## config.mk

```make
export PLATFORM = sky130hd
export DESIGN_NAME = pnp_cfg_seq
export DESIGN_NICKNAME = d
export VERILOG_FILES = /design/src/rtl/pnp_cfg_pkg.sv /design/src/rtl/pnp_bus_decode.sv /design/src/rtl/pnp_card_fsm.sv /design/src/rtl/pnp_cfg_regs.sv /design/src/rtl/pnp_cfg_seq.sv
export SDC_FILE = /design/constraint.sdc
export NUM_CORES = 1
export LEC_CHECK = 0
export ABC_CLOCK_PERIOD_IN_PS = 3000
export CAP_MARGIN = 30
export CORE_ASPECT_RATIO = 2
export CORE_MARGIN = 2
export CORE_UTILIZATION = 48
export CTS_CLUSTER_SIZE = 12
export DETAILED_ROUTE_END_ITERATION = 10
export HOLD_SLACK_MARGIN = 0.12
export PLACE_DENSITY = 0.88
export SYNTH_ARGS = -nofsm -noshare
export SYNTH_HDL_FRONTEND = slang
export SYNTH_SLANG_ARGS = --single-unit
export TNS_END_PERCENT = 100
```

## constraint.sdc

```tcl
create_clock -name clk -period 3 [get_ports clk]
set_clock_uncertainty 0.2 [all_clocks]
set_input_delay 0.45 -clock clk [delete_from_list [all_inputs] [get_ports clk]]
set_output_delay 0.45 -clock clk [all_outputs]
set_load 0.01 [all_outputs]
```

## src/rtl/pnp_cfg_pkg.sv

```systemverilog
package pnp_cfg_pkg;

    localparam int BYTE_W = 8;
    localparam int PORT_W = 10;

    typedef enum logic [1:0] {
        ST_WAIT_KEY = 2'd0,
        ST_SLEEP    = 2'd1,
        ST_ISOLATE  = 2'd2,
        ST_CONFIG   = 2'd3
    } card_state_e;

    localparam logic [BYTE_W-1:0] IDX_RDPORT = 8'h00;
    localparam logic [BYTE_W-1:0] IDX_ISOBIT = 8'h01;
    localparam logic [BYTE_W-1:0] IDX_GCTRL  = 8'h02;
    localparam logic [BYTE_W-1:0] IDX_WAKE   = 8'h03;
    localparam logic [BYTE_W-1:0] IDX_CSN    = 8'h06;

    localparam int GC_LDEV_RST = 0;
    localparam int GC_TO_WAIT  = 1;
    localparam int GC_CSN_CLR  = 2;

    localparam logic [BYTE_W-1:0] RDPORT_HI_RST = 8'h00;

    typedef struct packed {
        logic              wr;
        logic              rd;
        logic [BYTE_W-1:0] idx;
        logic [BYTE_W-1:0] data;
    } reg_access_t;

    function automatic logic [PORT_W-1:0] rdport_of(input logic [BYTE_W-1:0] hi);
        return {hi, 2'b11};
    endfunction

    function automatic logic awake(input card_state_e s);
        return s != ST_WAIT_KEY;
    endfunction

endpackage

```

## src/rtl/pnp_bus_decode.sv

```systemverilog
module pnp_bus_decode
    import pnp_cfg_pkg::*;
#(
    parameter int                ADDR_W     = 12,
    parameter logic [ADDR_W-1:0] INDEX_PORT = 12'h279,
    parameter logic [ADDR_W-1:0] DATA_PORT  = 12'hA79
) (
    input  logic              clk,
    input  logic              rst,
    input  logic              io_wr,
    input  logic              io_rd,
    input  logic [ADDR_W-1:0] io_addr,
    input  logic [BYTE_W-1:0] io_wdata,
    input  logic [PORT_W-1:0] rd_port,
    output reg_access_t       acc
);
    localparam int PAD_W = ADDR_W - PORT_W;

    logic [BYTE_W-1:0] idx_q;
    logic              idx_hit;
    logic              dat_hit;
    logic              rdp_hit;

    assign idx_hit = io_wr && (io_addr == INDEX_PORT);
    assign dat_hit = io_wr && (io_addr == DATA_PORT);
    assign rdp_hit = io_rd && (io_addr == {{PAD_W{1'b0}}, rd_port});

    always_ff @(posedge clk) begin
        if (rst) begin
            idx_q <= '0;
        end else if (idx_hit) begin
            idx_q <= io_wdata;
        end
    end

    always_comb begin
        acc.wr   = dat_hit;
        acc.rd   = rdp_hit;
        acc.idx  = idx_q;
        acc.data = io_wdata;
    end
endmodule

```

## src/rtl/pnp_card_fsm.sv

```systemverilog
module pnp_card_fsm
    import pnp_cfg_pkg::*;
(
    input  logic              clk,
    input  logic              rst,
    input  logic              key_ok,
    input  reg_access_t       acc,
    output card_state_e       state,
    output logic [BYTE_W-1:0] csn,
    output logic              ptr_clr
);
    card_state_e       state_q, state_d;
    logic [BYTE_W-1:0] csn_q, csn_d;
    logic              wake_ok;
    logic              is_ctrl, is_wake, is_csn;

    assign is_ctrl = acc.wr && (acc.idx == IDX_GCTRL) && awake(state_q);
    assign is_wake = acc.wr && (acc.idx == IDX_WAKE) && (state_q == ST_SLEEP)
                     && (acc.data == csn_q);
    assign is_csn  = acc.wr && (acc.idx == IDX_CSN)
                     && ((state_q == ST_ISOLATE) || (state_q == ST_CONFIG));

    always_comb begin
        state_d = state_q;
        csn_d   = csn_q;
        wake_ok = 1'b0;
        if ((state_q == ST_WAIT_KEY) && key_ok) begin
            state_d = ST_SLEEP;
        end
        if (is_wake) begin
            wake_ok = 1'b1;
            state_d = (acc.data == '0) ? ST_ISOLATE : ST_CONFIG;
        end
        if (is_csn) begin
            csn_d   = acc.data;
            state_d = ST_CONFIG;
        end
        if (is_ctrl) begin
            if (acc.data[GC_CSN_CLR]) csn_d   = '0;
            if (acc.data[GC_TO_WAIT]) state_d = ST_WAIT_KEY;
        end
    end

    always_ff @(posedge clk) begin
        if (rst) begin
            state_q <= ST_WAIT_KEY;
            csn_q   <= '0;
            ptr_clr <= 1'b0;
        end else begin
            state_q <= state_d;
            csn_q   <= csn_d;
            ptr_clr <= wake_ok;
        end
    end

    assign state = state_q;
    assign csn   = csn_q;
endmodule

```

## src/rtl/pnp_cfg_regs.sv

```systemverilog
module pnp_cfg_regs
    import pnp_cfg_pkg::*;
(
    input  logic              clk,
    input  logic              rst,
    input  reg_access_t       acc,
    input  card_state_e       state,
    input  logic [BYTE_W-1:0] csn,
    output logic [PORT_W-1:0] rd_port,
    output logic              ldev_rst,
    output logic              iso_req,
    output logic              rd_valid,
    output logic [BYTE_W-1:0] rd_data
);
    logic [BYTE_W-1:0] rdhi_q;
    logic              set_port, do_ldrst, do_iso, do_csnrd;

    assign set_port = acc.wr && (acc.idx == IDX_RDPORT) && (state == ST_CONFIG);
    assign do_ldrst = acc.wr && (acc.idx == IDX_GCTRL) && awake(state)
                      && acc.data[GC_LDEV_RST];
    assign do_iso   = acc.rd && (acc.idx == IDX_ISOBIT) && (state == ST_ISOLATE);
    assign do_csnrd = acc.rd && (acc.idx == IDX_CSN) && (state == ST_CONFIG);

    always_ff @(posedge clk) begin
        if (rst) begin
            rdhi_q   <= RDPORT_HI_RST;
            ldev_rst <= 1'b0;
            iso_req  <= 1'b0;
            rd_valid <= 1'b0;
            rd_data  <= '0;
        end else begin
            if (set_port) rdhi_q <= acc.data;
            ldev_rst <= do_ldrst;
            iso_req  <= do_iso;
            rd_valid <= do_csnrd;
            rd_data  <= do_csnrd ? csn : '0;
        end
    end

    assign rd_port = rdport_of(rdhi_q);
endmodule

```

## src/rtl/pnp_cfg_seq.sv

```systemverilog
module pnp_cfg_seq
    import pnp_cfg_pkg::*;
#(
    parameter int                ADDR_W     = 12,
    parameter logic [ADDR_W-1:0] INDEX_PORT = 12'h279,
    parameter logic [ADDR_W-1:0] DATA_PORT  = 12'hA79
) (
    input  logic              clk,
    input  logic              rst,
    input  logic              key_ok,
    input  logic              io_wr,
    input  logic              io_rd,
    input  logic [ADDR_W-1:0] io_addr,
    input  logic [7:0]        io_wdata,
    output logic [7:0]        rd_data,
    output logic              rd_valid,
    output logic [1:0]        card_state,
    output logic [7:0]        csn,
    output logic [9:0]        rd_port,
    output logic              ldev_rst,
    output logic              res_ptr_clr,
    output logic              iso_bit_req
);
    reg_access_t acc;
    card_state_e st;

    pnp_bus_decode #(
        .ADDR_W(ADDR_W), .INDEX_PORT(INDEX_PORT), .DATA_PORT(DATA_PORT)
    ) u_dec (
        .clk(clk), .rst(rst), .io_wr(io_wr), .io_rd(io_rd),
        .io_addr(io_addr), .io_wdata(io_wdata), .rd_port(rd_port), .acc(acc)
    );

    pnp_card_fsm u_fsm (
        .clk(clk), .rst(rst), .key_ok(key_ok), .acc(acc),
        .state(st), .csn(csn), .ptr_clr(res_ptr_clr)
    );

    pnp_cfg_regs u_regs (
        .clk(clk), .rst(rst), .acc(acc), .state(st), .csn(csn),
        .rd_port(rd_port), .ldev_rst(ldev_rst), .iso_req(iso_bit_req),
        .rd_valid(rd_valid), .rd_data(rd_data)
    );

    assign card_state = st;
endmodule

```

== Yosys cells after proc, flatten, opt, wreduce, memory -nomap -nowiden ==
Cells that the tools add are included.
Storage, ports and cells
  register bits: 38
  bits of input ports: 25
  output and inout port bits: 32
  logic and storage cells: 55
Operators by class
  eq/ne operators: 11
  multiplexer cells: 10
  bitwise gates (word level): 1
  reduce and logical (&&, ||, !) cells: 24
Operators with widths (number)
  $mux 8: 3
  $logic_and 1x1->1: 18
  $eq 8x2->1 const B: 2
  $logic_not 8->1: 2
  $eq 12x10->1: 1
  $eq 12x10->1 const B: 1
  $eq 12x12->1 const B: 1
  $mux 2: 5
  $eq 8x1->1 const B: 1
  $eq 8x3->1 const B: 1
  $eq 8x8->1: 1
  $eq 2x2->1 const B: 2
  $eq 2x1->1 const B: 1
  $logic_not 2->1: 1
  $mux 1: 2
  $reduce_bool 2->1: 1
  $reduce_or 2->1: 1
  $logic_or 1x1->1: 1
  $not 1->1: 1

== Logic depth before layout (Yosys ltp) ==
  depth after elaboration: 9
  mapped depth: 6
  depth with buffers taken out: 5

== Hierarchy ==
Synthesis repeated with hierarchy kept, for this count alone.
Second synthesis, totals
  cells, all modules: 193
  area, all modules: 1944.4 um^2
Modules (own cells, without submodules)
  pnp_cfg_regs: instances 1, cells each 68, area an instance 757.0 um^2, sequential area each 380.4 um^2
  pnp_bus_decode: instances 1, cells each 66, area an instance 601.8 um^2, sequential area each 160.2 um^2
  pnp_card_fsm: instances 1, cells each 59, area an instance 585.6 um^2, sequential area each 220.2 um^2

== Worst setup path before layout ==
OpenSTA, ideal clock, no wires.
  path type: input to register
  from: in io_addr[2]
  to: reg u_regs.rdhi_q[0]
  setup time: 0.128 ns
  data arrival time: 1.749 ns
  required time: 2.672 ns
  setup slack: 0.924 ns
  cell stages on the path: 6
  buffers on the path: 1
  cells stage by stage: and4bb_1 nand3_4 or4_1 buf_2 mux2i_1 nor2_1
On the way
  word-level cells in the longest chain between the ends: 4
RTL lines
  start, declared: RTL line pnp_cfg_seq.sv:13  | input logic [ADDR_W-1:0] io_addr,
  $eq 12x12->1: RTL line pnp_bus_decode.sv:25  | assign dat_hit = io_wr && (io_addr == DATA_PORT);
  $logic_and 1x1->1: RTL line pnp_bus_decode.sv:25
  $logic_and 1x1->1 (2 in a row): RTL line pnp_cfg_regs.sv:18  | assign set_port = acc.wr && (acc.idx == IDX_RDPORT) && (state == ST_CONFIG);
  end signal, assigned: RTL line pnp_cfg_regs.sv:32  | if (set_port) rdhi_q <= acc.data;
  end, declared: RTL line pnp_cfg_regs.sv:15  | logic [BYTE_W-1:0] rdhi_q;
Every way passes these cells.
A chain may end at the register's enable or synchronous reset.

== Final worst setup path ==
  from: in io_addr[2]
  to: reg u_regs.rdhi_q[1]
The elaborated chain is that of the path after synthesis.

==> metrics.txt <==
fraction of layout cells with a size suffix above 1=0.0841; initial antenna violation count=0; num rows=30; busiest grt layer=met2; Post-Syn Instances=165; Die H=87.5 µm; register bit total from synthesis=38; Mapped Area=1670 µm²; Die Area=4000 µm²; CTS Buf Count=5; min cycle time layout=2.45 ns; vias in the first global route=1408; grt met3 use=0.0415; I/O pin count=57; WP data required=2.98 ns; maximum clock frequency=0.408 GHz; largest cells by area after synthesis=dfxtp_1 45%, mux2i_1 14%, xnor2_1 6.3%; root buffer cell=clkbuf_8; top cell type's share of synthesized area=0.455; Starting Density=0.495; global route overflow=0; TritonCTS clock tree=done; max-cap check violation count=0; CTS H-tree lvls=2; # clock sinks=38; period utilization=0.816; GP Congestion=0.877; Total Routing Usage GR=0.230; routed vias=1493; Yosys cell types=35; DRC Markers=0; most frequent cell after synthesis=dfxtp_1; WHS=0.315 ns; leak pwr=0.888 nW; yosys synthesis warning count=0; CP Data Arrival Time=2.43 ns; run status=complete, no violations; maximum vdd drop=337 µV; final setup violating endpoints=0; register area share after synthesis=0.455; met2 Resource Use GR=0.444; vias per inst=5.79; clk slew on worst S/H paths=0.07 ns; DP HPWL=3340 µm; PortBufs=54; nets=251; largest net degree at the start of global routing=22; leading area contributor after synthesis=dfxtp_1; Post-CTS Setup Inserts=0; hold buffer count at cts=0; Final Max Tran Viols=0; Max Fanout on Critical Path=8; Power Dens Cells=432 nW/µm²; Mean Syn Cell Area=10.1 µm²; n_diodes=0; Reg2Reg Setup Slack=0.83 ns; area grow syn2layout=42.0%; EDFF count, synth=0; most common flop cell mapped by yosys=dfxtp_1; endpoints failing hold=0; Die Span X=45.7 µm; DRT Pass-1 Iters=4; worst skew pair latency=0.29 ns; Async S/R FF share, synth=0; unrepaired setup endpoints after global routing=no; 1st-iter DRT viols=26; core area=3380 µm²; commonest cells in the netlist=38 x dfxtp_1, 27 x nor2_1, 24 x mux2i_1, 12 x xnor2_1, 8 x and2_1; post-DR wirelength/cell=17.0 µm; GR Util met1=0.198; Min-Delay Path Class=register to register; first-pass GRT wire length=6570 µm; critical path startpoint category=input pin; crit path capture type=register; Max clock buf depth=2; Post-Route Setup TNS=0 ns; antenna-violating nets left=0; drt total wl=4380 µm; kind of critical path=input pin to register; PostCTS Resize Cnt=0
-- layout by cell type, fill, tap and decap left out --
master and count:
or3_1 1, nor4_1 5, and3b_1 1, a31o_2 1, dfxtp_1 38, nand4_1 7
and3_1 1, nor4b_1 1, nor2_1 27, a21oi_1 1, nor2b_1 1, xnor2_1 12
bufinv_16 1, a21o_1 1, nand2b_1 1, nor2_4 1, inv_1 2, buf_4 5
mux2i_1 24, nand4b_1 1, conb_1 2, nand3_1 5, and2_1 8, nor3_1 3
nand2_1 1, clkbuf_8 6, clkdlybuf4s50_1 54, nor4_4 2, a221oi_1 2, and4bb_1 1
and4bb_2 1, or4_1 2, o21ai_0 1, nand3_4 1, nor4_2 1, xor2_1 4
-- flip-flops by register name (all words and copies together) (netlist names) --
| signal | count |
|---|---|
| u_fsm.csn | 8 |
| u_fsm.ptr_clr | 1 |
| u_regs.ldev_rst | 1 |
| u_regs.iso_req | 1 |
| u_fsm.state | 2 |
| u_dec.idx_q | 8 |
| u_regs.rdhi_q | 8 |
| u_regs.rd_data | 8 |
| u_regs.rd_valid | 1 |
-- worst paths after layout --
| check | start | end | depth (start not counted) |
|---|---|---|---|
| min reg2reg | u_fsm.csn[6]$_SDFF_PP0_ | u_regs.rd_data[6]$_SDFF_PP0_ | 1 |
| min | u_fsm.csn[6]$_SDFF_PP0_ | u_regs.rd_data[6]$_SDFF_PP0_ | 1 |
| max | io_addr[2] | u_regs.rdhi_q[1]$_SDFFE_PP0P_ | 6 |
| max reg2reg | u_dec.idx_q[4]$_SDFFE_PP0P_ | u_regs.rdhi_q[1]$_SDFFE_PP0P_ | 5 |
-- cell families after synthesis --
family,synth area share
AND/OR/NAND/NOR,0.266
multiplexers,0.144
AO/OA/AOI/OAI,0.0262
buffers and inverters,0.0232
flip-flops,0.455
other,0.00224
XOR/XNOR,0.0838
-- through the flow --
step / worst slack (ns) / instances / instance area (µm²) / util / total power [mW]
2_1_floorplan: 0.924 / 166 / 1680 / - / 0.547
3_3_place_gp: 0.306 / 251 / 2260 / 0.670 / 0.597
3_5_place_dp: 0.266 / 251 / 2260 / 0.670 / 0.598
4_1_cts: 0.556 / 258 / 2380 / 0.703 / 1.03
5_1_grt: 0.451 / 258 / 2380 / 0.703 / 1.05
6_report: 0.552 / 258 / 2380 / 0.703 / 1.03
-- cell type report --
type,instances,area (µm²)
repair buffers,59,578
clock buffers,6,82.6
clock inverters,1,30.0
multi-input cells,120,877
fillers,258,1000
flip-flops and latches,38,761
inverters,2,7.51
well taps,32,40.0
-- metal layers --
| layer | wire [µm] | up-vias | share of wire |
|---|---|---|---|
| met5 | 0 | - | 0 |
| met1 | 1500 | 717 | 0.34 |
| met2 | 2540 | 63 | 0.58 |
| met3 | 186 | 13 | 0.042 |
| met4 | 153 | 0 | 0.035 |
| li1 | - | 700 | - |
-- power by group --
part | internal (mW) | total [mW] | switching, mW
combinational | 0.0437 | 0.0804 | 0.0367
clock | 0.266 | 0.438 | 0.172
sequential | 0.505 | 0.507 | 0.00197
total | 0.815 | 1.03 | 0.211
-- worst max-delay path: stages --
cell and delay, ns:
clkdlybuf4s50_1 0.44, and4bb_1 0.34, nand3_4 0.14, or4_1 0.76, mux2i_1 0.24, nor2_1 0.06
No activity file was read; power rests on OpenSTA's default activity.
